--- src/rtl/spi_presc_pkg.sv ---
package spi_presc_pkg;
  localparam int PRI_CODE_W = 2;
  localparam int SEC_CODE_W = 3;
  localparam logic SCLK_IDLE = 1'b0;
endpackage

--- src/rtl/presc_pow4_stage.sv ---
module presc_pow4_stage #(
  parameter int CODE_W = spi_presc_pkg::PRI_CODE_W
) (
  input  logic              clk,
  input  logic              rst,
  input  logic              run,
  input  logic [CODE_W-1:0] code,
  output logic              tick
);
  localparam int CNT_W = 2 * ((1 << CODE_W) - 1);
  localparam int RAT_W = CNT_W + 1;

  logic [CODE_W-1:0] inv_code;
  logic [RAT_W-1:0]  ratio_m1;
  logic [CNT_W-1:0]  cnt;

  always_comb begin
    inv_code = ~code;
    ratio_m1 = (RAT_W'(1) << (2 * inv_code)) - RAT_W'(1);
    tick     = run && (cnt == ratio_m1[CNT_W-1:0]);
  end

  always_ff @(posedge clk) begin
    if (rst || !run || tick) cnt <= '0;
    else                     cnt <= cnt + CNT_W'(1);
  end

  AST_PRI_BOUND: assert property (@(posedge clk) disable iff (rst)
    {1'b0, cnt} <= ratio_m1);
endmodule

--- src/rtl/presc_lin_stage.sv ---
module presc_lin_stage #(
  parameter int CODE_W = spi_presc_pkg::SEC_CODE_W
) (
  input  logic              clk,
  input  logic              rst,
  input  logic              run,
  input  logic              step,
  input  logic [CODE_W-1:0] code,
  output logic              tick
);
  logic [CODE_W-1:0] cnt;

  // ratio minus one equals the inverted code
  always_comb tick = run && step && (cnt == ~code);

  always_ff @(posedge clk) begin
    if (rst || !run || tick) cnt <= '0;
    else if (step)           cnt <= cnt + CODE_W'(1);
  end

  AST_SEC_BOUND: assert property (@(posedge clk) disable iff (rst)
    cnt <= ~code);
  AST_SEC_STEP_ONLY: assert property (@(posedge clk) disable iff (rst)
    run && !step |=> cnt == $past(cnt));
endmodule

--- src/rtl/presc_sclk_out.sv ---
module presc_sclk_out (
  input  logic clk,
  input  logic rst,
  input  logic run,
  input  logic term,
  output logic bit_tick,
  output logic sclk
);
  always_ff @(posedge clk) begin
    if (rst || !run) begin
      bit_tick <= 1'b0;
      sclk     <= spi_presc_pkg::SCLK_IDLE;
    end else begin
      bit_tick <= term;
      sclk     <= sclk ^ term;
    end
  end

  AST_TICK_TOGGLES: assert property (@(posedge clk) disable iff (rst)
    bit_tick |-> sclk != $past(sclk));
  AST_IDLE_SCLK: assert property (@(posedge clk) disable iff (rst)
    !run |=> (sclk == spi_presc_pkg::SCLK_IDLE) && !bit_tick);
endmodule

--- src/rtl/spi_bitclk_prescaler.sv ---
module spi_bitclk_prescaler #(
  parameter int PRI_W = spi_presc_pkg::PRI_CODE_W,
  parameter int SEC_W = spi_presc_pkg::SEC_CODE_W
) (
  input  logic             clk,
  input  logic             rst,
  input  logic             en,
  input  logic             master,
  input  logic [PRI_W-1:0] pri_code,
  input  logic [SEC_W-1:0] sec_code,
  output logic             bit_tick,
  output logic             sclk
);
  logic             run;
  logic             pri_tick;
  logic             term;
  logic [PRI_W-1:0] pri_lat;
  logic [SEC_W-1:0] sec_lat;

  always_comb run = en && master;

  // codes are sampled only while idle or at a combined terminal count
  always_ff @(posedge clk) begin
    if (rst || !run || term) begin
      pri_lat <= pri_code;
      sec_lat <= sec_code;
    end
  end

  presc_pow4_stage #(.CODE_W(PRI_W)) u_pri (
    .clk (clk), .rst (rst), .run (run), .code (pri_lat), .tick (pri_tick)
  );

  presc_lin_stage #(.CODE_W(SEC_W)) u_sec (
    .clk (clk), .rst (rst), .run (run), .step (pri_tick), .code (sec_lat),
    .tick (term)
  );

  presc_sclk_out u_out (
    .clk (clk), .rst (rst), .run (run), .term (term),
    .bit_tick (bit_tick), .sclk (sclk)
  );

  AST_CODE_HOLD: assert property (@(posedge clk) disable iff (rst)
    !$past(rst) && $past(run) && !$past(term)
      |-> $stable(pri_lat) && $stable(sec_lat));
  AST_TERM_NEEDS_PRI: assert property (@(posedge clk) disable iff (rst)
    term |-> pri_tick);
endmodule

--- config.mk ---
export PLATFORM = sky130hd
export DESIGN_NAME = spi_bitclk_prescaler
export DESIGN_NICKNAME = d
export VERILOG_FILES = /design/src/rtl/spi_presc_pkg.sv /design/src/rtl/presc_pow4_stage.sv /design/src/rtl/presc_lin_stage.sv /design/src/rtl/presc_sclk_out.sv /design/src/rtl/spi_bitclk_prescaler.sv
export SDC_FILE = /design/constraint.sdc
export NUM_CORES = 1
export LEC_CHECK = 0
export BUFFER_PORTS_ARGS = -buffer_cell sky130_fd_sc_hd__buf_2
export CAP_MARGIN = 20
export CORE_MARGIN = 10
export CORE_UTILIZATION = 50
export CTS_CLUSTER_SIZE = 30
export DETAILED_ROUTE_END_ITERATION = 8
export GPL_ROUTABILITY_DRIVEN = 0
export GPL_TIMING_DRIVEN = 1
export PLACE_DENSITY = 0.75
export SLEW_MARGIN = 20
export SYNTH_ARGS = -nofsm -noshare
export SYNTH_HDL_FRONTEND = slang
export SYNTH_HIERARCHICAL = 1
export SYNTH_SLANG_ARGS = --single-unit
export TNS_END_PERCENT = 5
--- constraint.sdc ---
create_clock -name clk -period 8.1 [get_ports clk]
set_clock_uncertainty 0.2 [all_clocks]
set_input_delay 1.62 -clock clk [delete_from_list [all_inputs] [get_ports clk]]
set_output_delay 1.62 -clock clk [all_outputs]
set_load 0.02 [all_outputs]
# Yosys cells after proc, flatten, opt, wreduce, memory -nomap -nowiden
# Cells that the tools add are included.
[word_totals] ff_bits=16 elab_cells=23 input_bits=9 output_inout_bits=2
[op_classes] bitwise_logic=3 addsub=3 eq_ne=2 shift=1 n_reduce_logical=8
[ops] operator="$add A6 B1 Y6 const B" count=1
[ops] operator="$eq A6 B6 Y1" count=1
[ops] operator="$shl A1 B3 Y6 const A" count=1
[ops] operator="$sub A6 B2 Y6 const B" count=1
[ops] operator="$logic_and A1 B1 Y1" count=4
[ops] operator="$add A3 B1 Y3 const B" count=1
[ops] operator="$eq A3 B3 Y1" count=1
[ops] operator="$logic_or A1 B1 Y1" count=3
[ops] operator="$not A3 Y3" count=1
[ops] operator="$not A2 Y2" count=1
[ops] operator="$logic_not A1 Y1" count=1
[ops] operator="$xor A1 B1 Y1" count=1

# Longest topological paths before layout
# Gate-level depths: netlist of the first run.
[logic_depth] word_depth=8 depth_mapped=9 depth_no_buf=9

# By module
# Netlist of the first run, hierarchy kept.
[by_module_without_submodules] mod="presc_pow4_stage" area_per_inst_um2=334.1 cells_per_inst=35 n_inst=1
[by_module_without_submodules] mod="presc_lin_stage" area_per_inst_um2=167.7 cells_per_inst=17 n_inst=1
[by_module_without_submodules] mod="spi_bitclk_prescaler" area_per_inst_um2=167.7 cells_per_inst=7 n_inst=1
[by_module_without_submodules] mod="presc_sclk_out" area_per_inst_um2=71.3 cells_per_inst=5 n_inst=1

# Worst setup path before layout of the first run
# OpenSTA, ideal clock, no wires.
[synth_timing] kind="in2reg" start="input en" end="register pri_lat[0], enable pin" path_buffers=0 arrival_time_ns=2.989 path_stages=6 setup_time_ns=0.323 setup_slack_ns=4.589 t_required_ns=7.577 path_cell_list="and2_1 > nand3_1 > a31oi_4 > nand2_1 > nor4_2 > nand4bb_1"
[synth_between] elab_chain_cells=5 elab_cells_between_ends=7 classes_between="reduce/logical (7)"
[synth_rtl] item="start, declared" line="spi_bitclk_prescaler.sv:7" rtl="input logic en,"
[synth_rtl] item="$logic_and A1 B1 Y1" line="spi_bitclk_prescaler.sv:20" rtl="always_comb run = en && master;"
[synth_rtl] item="$logic_and A1 B1 Y1" line="presc_pow4_stage.sv:20" rtl="tick = run && (cnt == ratio_m1[CNT_W-1:0]);"
[synth_rtl] item="via pri_tick" line="spi_bitclk_prescaler.sv:15" rtl="logic pri_tick;"
[synth_rtl] item="$logic_and A1 B1 Y1 (2 in a row)" line="presc_lin_stage.sv:14" rtl="always_comb tick = run && step && (cnt == ~code);"
[synth_rtl] item="via term" line="spi_bitclk_prescaler.sv:16" rtl="logic term;"
[synth_rtl] item="$logic_or A1 B1 Y1" line="spi_bitclk_prescaler.sv:24" rtl="if (rst || !run || term) begin"
[synth_rtl] item="end signal, assigned" line="spi_bitclk_prescaler.sv:25" rtl="pri_lat <= pri_code;"
[synth_rtl] item="end, declared" line="spi_bitclk_prescaler.sv:17" rtl="logic [PRI_W-1:0] pri_lat;"
# The timed path passes the listed nets, and every way through them passes these cells.
# A chain may end at the register's enable or synchronous reset.

# Final worst setup path of the first run
[layout_timing] start="input en" end="register pri_lat[1], enable pin"
[layout_between] elab_chain_cells=5 elab_cells_between_ends=7 classes_between="reduce/logical (7)"
[layout_rtl] item="$logic_and A1 B1 Y1" line="spi_bitclk_prescaler.sv:20"
[layout_rtl] item="via run" line="spi_bitclk_prescaler.sv:14" rtl="logic run;"
[layout_rtl] item="$logic_and A1 B1 Y1" line="presc_pow4_stage.sv:20"
[layout_rtl] item="via pri_tick" line="spi_bitclk_prescaler.sv:15"
[layout_rtl] item="$logic_and A1 B1 Y1 (2 in a row)" line="presc_lin_stage.sv:14"
[layout_rtl] item="via term" line="spi_bitclk_prescaler.sv:16"
[layout_rtl] item="$logic_or A1 B1 Y1" line="spi_bitclk_prescaler.sv:24"
# The timed path passes the listed nets, and every way through them passes these cells.

==> metrics.md, run 1 <==
| Metric | Value |
|---|---|
| Critical path startpoint category | input pin |
| Postcts setup bufs | 0 |
| CTS tree | built |
| Initial core utilization | 54.9% |
| Max VDD drop | 0.0911 mV |
| Maximum frequency from static timing analysis | 279 MHz |
| Critical path's largest stage delay | 0.50 ns |
| Finished Layout Cells | 93 |
| Input/output buffers | 10 |
| Finished Core Util | 61.9% |
| Clock-pin slew on the worst setup and hold paths | 0.08 ns |
| All-layer global routing usage | 7.57% |
| Max_slew headroom | 62.7% |
| Number of placed I/O pins | 11 |
| CTS Buffer Depth | 2 |
| Most frequent cells after synthesis | sky130_fd_sc_hd__dfxtp_1, sky130_fd_sc_hd__nor3_1, sky130_fd_sc_hd__xnor2_1 |
| Clock Latency Late Sink | 0.27 ns |
| Row Count | 13 |
| Ys async rst share | 0% |
| Power per cell area | 166 nW/µm² |
| Die height | 58.5 µm |
| Critical Path Source | en |
| Buffering stage count on the worst path with inverters included | 1 |
| Fraction of layout cells with a size suffix above 1 | 21.8% |
| Width of the chip | 58.5 µm |
| Run status | complete, no violations |
| Most common cell in the netlist | sky130_fd_sc_hd__dfxtp_1 |
| Critical path data required time | 7.86 ns |
| Switching power as a share of total power | 21.0% |
| DRC marker count from the first detailed-route iteration | 6 |
| Critical Path, Cell by Cell | buf_2 -> and2_1 -> nand3_1 -> a31oi_4 -> nand2_1 -> nor4_2 -> nand4bb_1 |
| Crit Path Category | input pin to flip-flop |
| Dominant combinational cell family by area after synthesis | simple AND/OR/NAND/NOR gates |
| Area of the mapped netlist | 741 µm² |
| Residual DRC | 0 |
| Half-perimeter wire length after detailed placement | 972 µm |
| Die Outline Area | 3420 µm² |
| Relative contribution of the clock network to total power | 29.9% |
| Total count of hold-check failures in the final report | 0 |
| Vias in the first global route | 502 |
| Post-synthesis compound-gate area fraction | 2.87% |
| Number of iterations in the first detailed-routing pass | 4 |
| Syn nets | 76 |
| Worst-path maximum fanout | 10 |
| Initial antenna violation count | 0 |
| Count of nets after finishing | 91 |
| Endpoint class of the critical path | flip-flop |
| Final Worst Setup Slack | 4.51 ns |
| Routed length per placed instance | 13.0 µm |
| Wirelength, routed | 1210 µm |
| Fraction of synthesized cell area in xor and xnor cells | 15.4% |
| Part of the cycle the worst path needs | 44.3% |
| Count of pins over their slew limit | 0 |
| Crit-path leading delay family | simple AND/OR/NAND/NOR gates |
| Per-instance average area after synthesis | 11.6 µm² |
| Largest net degree at the start of global routing | 11 |
| Post-synthesis sequential element count | 16 |
| Cell with the biggest individual delay on the critical path | sky130_fd_sc_hd__nor4_2 |
| RSZ-0062 raised after global routing | false |
| Post-cts resize count | 0 |
| Leading cell types by total area after synthesis | sky130_fd_sc_hd__dfxtp_1, sky130_fd_sc_hd__edfxtp_1, sky130_fd_sc_hd__xnor2_1 |
| Clock sink count | 16 |
| Leakage power of the design | 0.292 nW |
| Htree depth | 1 |
| Setup TNS | 0 ns |
| Distinct cells, synth | 20 |
| Count of final setup violators | 0 |
| Filler Cells Inserted | 112 |
| FF-to-FF Start | pri_lat[0] |
| Most frequently used flop master after synthesis | sky130_fd_sc_hd__dfxtp_1 |
| Hold crit path type | flip-flop to flip-flop |
| Cell type with the highest aggregate area in the netlist | sky130_fd_sc_hd__dfxtp_1 |
| Adder-Cell Fraction of Synth Area | 5.07% |
| Yosys synthesis warning count | 6 |
| Clock root buffer master | sky130_fd_sc_hd__clkbuf_4 |
| Fraction of power consumed by combinational cells | 7.2% |
| Sequential share of the synthesized area | 50.0% |
| DP Cell Count | 89 |
| EDFF count, synth | 5 |
| First-pass GRT wire length | 2100 µm |
| Int Power | 110 µW |
| Net Sw Power | 29.2 µW |
| Multiplexer share of the synthesized area | 1.35% |
| Via total after detailed routing | 504 |
| Remaining antenna violation count after routing | 0 |
| Area growth from synthesis to layout | 12.8% |
| Portion of synthesized cell area occupied by the leading cell type | 29.7% |
| Launch point of the worst hold path | u_sec/cnt[0] |
| Inserted Clock Buffers | 3 |
| Final worst path period need | 3.59 ns |
| Slew at the pin closest to its max-slew limit | 0.554 ns |
| Data arrival time at the worst-slack endpoint | 3.35 ns |
| Total overflow reported by the global router | 0 |
| Area share of and/or/nand/nor cells after synthesis | 25.3% |
| Hold buffers post-CTS | 0 |
| Number of maximum-capacitance constraint violations | 0 |
| Overall power consumption | 139 µW |
| Core Area | 1350 µm² |
| Per-cell via count in the routed design | 5.42 |
| Worst setup slack after placement | 4.19 ns |
| Number of antenna diodes | 0 |
| Reg power frac | 62.8% |
| Number of standard cells after synthesis | 64 |
## final cells by class
cell class                 instances  area (µm²)  share of cell area (%)
timing repair buffer              10        50.0                    5.99
sequential                        16         370                    44.3
multi-input combinational         48         370                    44.3
tap                               15        18.8                    2.25
clock buffer                       4        26.3                    3.14
## logic make-up after synthesis
group	Yosys count
DFF	16
muxes	1
AOI/OAI and AO/OA	1
and+or+nand+nor	30
adders and majority gates	3
xor gates and xnor gates	13
## sequential cells by signal, summed over array words and instances (netlist names)
signal / flops
u_out/sclk: 1
u_sec/cnt: 3
pri_lat: 2
u_out/bit_tick: 1
sec_lat: 3
u_pri/cnt: 6
## per-layer routing
layer	up-vias	routed length, µm	track usage [%]
met5	-	0	0
met4	0	9	1.01
met3	2	127	4.94
met2	18	523	11.7
met1	223	551	8.72
li1	261	-	-
## worst register-to-register path: stages (launching register included)
cell	delay [ns]
sky130_fd_sc_hd__edfxtp_1	0.44
sky130_fd_sc_hd__nand2b_1	0.17
sky130_fd_sc_hd__ha_1	0.29
sky130_fd_sc_hd__xor2_1	0.14
sky130_fd_sc_hd__nand3_1	0.12
sky130_fd_sc_hd__a31oi_4	0.32
sky130_fd_sc_hd__nand2_1	0.11
sky130_fd_sc_hd__nor4_2	0.50
sky130_fd_sc_hd__nand4bb_1	0.36
## cells in the final DEF (no fill, tap or decap), drive strengths merged
master    n
a31oi     1
and2      1
and3b     1
buf      10
clkbuf    4
dfxtp    11
edfxtp    5
ha        3
mux2i     1
nand2     4
nand2b    3
nand3     4
nand4     1
nand4bb   1
nor2      2
nor3      8
nor3b     2
nor4      1
or4b      2
xnor2     8
xor2      5
## metrics by stage
stage                     hold WS, ns  area, µm²
after detailed placement        0.359        810
final                           0.371        836
after global routing            0.394        836
after global placement          0.340        810
after floorplan                 0.290        741
after CTS                       0.371        836
## path summary, 6_finish.rpt
kind | to | cells past startpoint | slack, ns
setup reg to reg | pri_lat[1] | 8 | 5.14
hold reg to reg | u_sec/cnt[0] | 2 | 0.37
hold / removal | u_sec/cnt[0] | 2 | 0.37
setup / recovery | pri_lat[1] | 7 | 4.51
## power groups by stage
| stage | clock network [mW] | registers (mW) | logic [mW] |
|---|---|---|---|
| 2_1_floorplan | 0 | 0.0885 | 0.00708 |
| 3_3_place_gp | 0 | 0.0888 | 0.0101 |
| 3_5_place_dp | 0 | 0.0891 | 0.0101 |
| 4_1_cts | 0.0435 | 0.0872 | 0.0102 |
| 5_1_grt | 0.0475 | 0.0875 | 0.0112 |
| 6_report | 0.0415 | 0.0872 | 0.0101 |
No activity file was read; power rests on OpenSTA's default activity.
==> run 2: changes to the inputs <==
--- a/config.mk
+++ b/config.mk
@@ -8,12 +8,12 @@
 export BUFFER_PORTS_ARGS = -buffer_cell sky130_fd_sc_hd__buf_2
 export CAP_MARGIN = 20
 export CORE_MARGIN = 10
-export CORE_UTILIZATION = 50
+export CORE_UTILIZATION = 48
 export CTS_CLUSTER_SIZE = 30
 export DETAILED_ROUTE_END_ITERATION = 8
 export GPL_ROUTABILITY_DRIVEN = 0
 export GPL_TIMING_DRIVEN = 1
-export PLACE_DENSITY = 0.75
+export PLACE_DENSITY = 0.76
 export SLEW_MARGIN = 20
 export SYNTH_ARGS = -nofsm -noshare
 export SYNTH_HDL_FRONTEND = slang
==> constraint.sdc (replaced) <==
create_clock -name clk -period 3.1 [get_ports clk]
set_clock_uncertainty 0.2 [all_clocks]
set_input_delay 0.62 -clock clk [delete_from_list [all_inputs] [get_ports clk]]
set_output_delay 0.62 -clock clk [all_outputs]
set_load 0.02 [all_outputs]
==> run 2 against run 1 <==
Effect of this change: sequential power increased to 2.6 times the previous value; sequential share of layout area decreased by 1.4 points; critical endpoint is now pri_lat[0]; flip-flop and latch count unchanged; core utilization decreased by 4.0 points; routed wire length decreased by 6.2%; via count decreased by 1.8%; count of clock-buffer cells in the layout unchanged; non-clock buffer count increased by 2; final area increased by 3.1%.
==> metrics.md, run 2 (synthesis results as in run 1) <==
| Metric | Value |
|---|---|
| Core Area | 1490 µm² |
| Number of antenna diodes | 0 |
| CTS tree | built |
| Clock root buffer master | sky130_fd_sc_hd__clkbuf_4 |
| Width of the chip | 59.3 µm |
| Count of pins over their slew limit | 0 |
| Path depth of the worst reg2reg path | 8 |
| Initial antenna violation count | 0 |
| Filler Cells Inserted | 133 |
| Vias in the first global route | 518 |
| Leakage power of the design | 0.309 nW |
| Via total after detailed routing | 495 |
| Highest-count cells in the layout ignoring fill and taps | sky130_fd_sc_hd__dfxtp_1, sky130_fd_sc_hd__buf_2, sky130_fd_sc_hd__xnor2_1, sky130_fd_sc_hd__nor3_1 |
| Wirelength, routed | 1140 µm |
| Max VDD drop | 0.260 mV |
| Setup TNS | 0 ns |
| Max_slew headroom | 81.7% |
| Hold Path Depth | 1 |
| Endpoint class of the critical path | flip-flop |
| Total overflow reported by the global router | 0 |
| Die Outline Area | 3510 µm² |
| Htree depth | 1 |
| Count of nets after finishing | 93 |
| Number of maximum-capacitance constraint violations | 0 |
| Finished Layout Cells | 96 |
| Data arrival time at the worst-slack endpoint | 2.20 ns |
| Maximum frequency from static timing analysis | 410 MHz |
| Number of placed I/O pins | 11 |
| Overall power consumption | 387 µW |
| CTS Buffer Depth | 2 |
| Half-perimeter wire length after detailed placement | 932 µm |
| Fraction of layout cells with a size suffix above 1 | 25.0% |
| Per-cell via count in the routed design | 5.16 |
| Most common cell after layout, fill and taps aside | sky130_fd_sc_hd__dfxtp_1 |
| Crit Path Category | flip-flop to flip-flop |
| FF-to-FF Start | pri_lat[0] |
| Remaining antenna violation count after routing | 0 |
| Max FFs per register | 6 |
| Part of the cycle the worst path needs | 78.6% |
| Hold crit path type | input pin to flip-flop |
| Postcts setup bufs | 0 |
| Hold buffers post-CTS | 0 |
| DRC marker count from the first detailed-route iteration | 4 |
| Routed length per placed instance | 11.8 µm |
| Clock sink count | 16 |
| Critical path data required time | 2.87 ns |
| Storage cell area | 370 µm² |
| Power per cell area | 448 nW/µm² |
| Post-cts resize count | 0 |
| Reg2reg end | pri_lat[0] |
| Final worst path period need | 2.44 ns |
| Row Count | 14 |
| Clock-pin slew on the worst setup and hold paths | 0.09 ns |
| All-layer global routing usage | 7.76% |
| Residual DRC | 0 |
| Initial core utilization | 49.7% |
| Run status | complete, no violations |
| RSZ-0062 raised after global routing | false |
| Total count of hold-check failures in the final report | 0 |
| Area growth from synthesis to layout | 16.4% |
| DP Cell Count | 92 |
| Critical path startpoint category | flip-flop |
| Worst setup slack after placement | 0.635 ns |
| Reg with most FFs | u_pri/cnt |
| Final Worst Setup Slack | 0.664 ns |
| Biggest registers after layout | u_pri/cnt: 6 flops, sec_lat: 3 flops, u_sec/cnt: 3 flops |
| Largest net degree at the start of global routing | 10 |
| Clock Latency Late Sink | 0.28 ns |
| Worst-path maximum fanout | 5 |
| Slew at the pin closest to its max-slew limit | 0.273 ns |
| Inserted Clock Buffers | 3 |
| First-pass GRT wire length | 2110 µm |
| Launch point of the worst hold path | sec_code[0] |
| Count of final setup violators | 0 |
| FF-to-FF setup slack | 0.66 ns |
| Input/output buffers | 10 |
| Hold endpoint | sec_lat[0] |
| Die height | 59.3 µm |
| Number of iterations in the first detailed-routing pass | 4 |
| Multi-input gate area | 370 µm² |
run 2: cell count changes in the layout (fill, tap and decap cells not counted), sizes merged:
| cell | change |
|---|---|
| buf | +2 |
run 2: worst max-delay path, cell delays in order, from the launching register on:
cell and delay, ns:
sky130_fd_sc_hd__edfxtp_1 0.43, sky130_fd_sc_hd__nand2b_1 0.17, sky130_fd_sc_hd__ha_1 0.29, sky130_fd_sc_hd__xor2_1 0.14, sky130_fd_sc_hd__nand3_1 0.13, sky130_fd_sc_hd__a31oi_4 0.16
sky130_fd_sc_hd__nand2_1 0.07, sky130_fd_sc_hd__nor4_2 0.23, sky130_fd_sc_hd__nand4bb_1 0.29
run 2: metrics by stage:
stage	hold WS, ns	area, µm²	util (%)
detailed placement	0.342	826	55.5
CTS	0.296	862	57.9
global placement	0.333	826	55.5
finish	0.310	862	57.9
global route	0.282	862	57.9
floorplan	0.290	741	-
run 2: how the worst max path moves through the flow:
| stage | depth (start not counted) | slack [ns] | from | end |
|---|---|---|---|---|
| finish | 8 | 0.66 | pri_lat[0] | pri_lat[0] |
| global route | 8 | 0.49 | pri_lat[0] | sec_lat[0] |
| global placement | 8 | 0.68 | pri_lat[0] | pri_lat[1] |
| detailed placement | 8 | 0.64 | pri_lat[0] | pri_lat[0] |
| CTS | 8 | 0.63 | pri_lat[0] | pri_lat[0] |
| floorplan | 8 | 0.41 | pri_lat[0] | pri_lat[0] |
run 2: where the power goes:
group	internal (mW)	switching, mW	total [mW]
combinational	0.0142	0.0128	0.0269
sequential	0.223	0.00457	0.227
clock	0.0714	0.0611	0.133
total	0.308	0.0785	0.387
run 2: cell type report:
type | instances | share of cell area (%)
clock buffers | 4 | 4.21
repair buffers | 12 | 7.55
flip-flops and latches | 16 | 43.0
well taps | 16 | 2.32
multi-input cells | 48 | 43.0
run 2: routing by layer:
| metal | global-route usage (%) | up-vias | part of all wire, % |
|---|---|---|---|
| met5 | 0 | - | 0 |
| met4 | 6.23 | 0 | 1.1 |
| met3 | 2.58 | 2 | 3.3 |
| met2 | 10.4 | 7 | 46 |
| met1 | 9.72 | 226 | 49 |
| li1 | - | 260 | - |
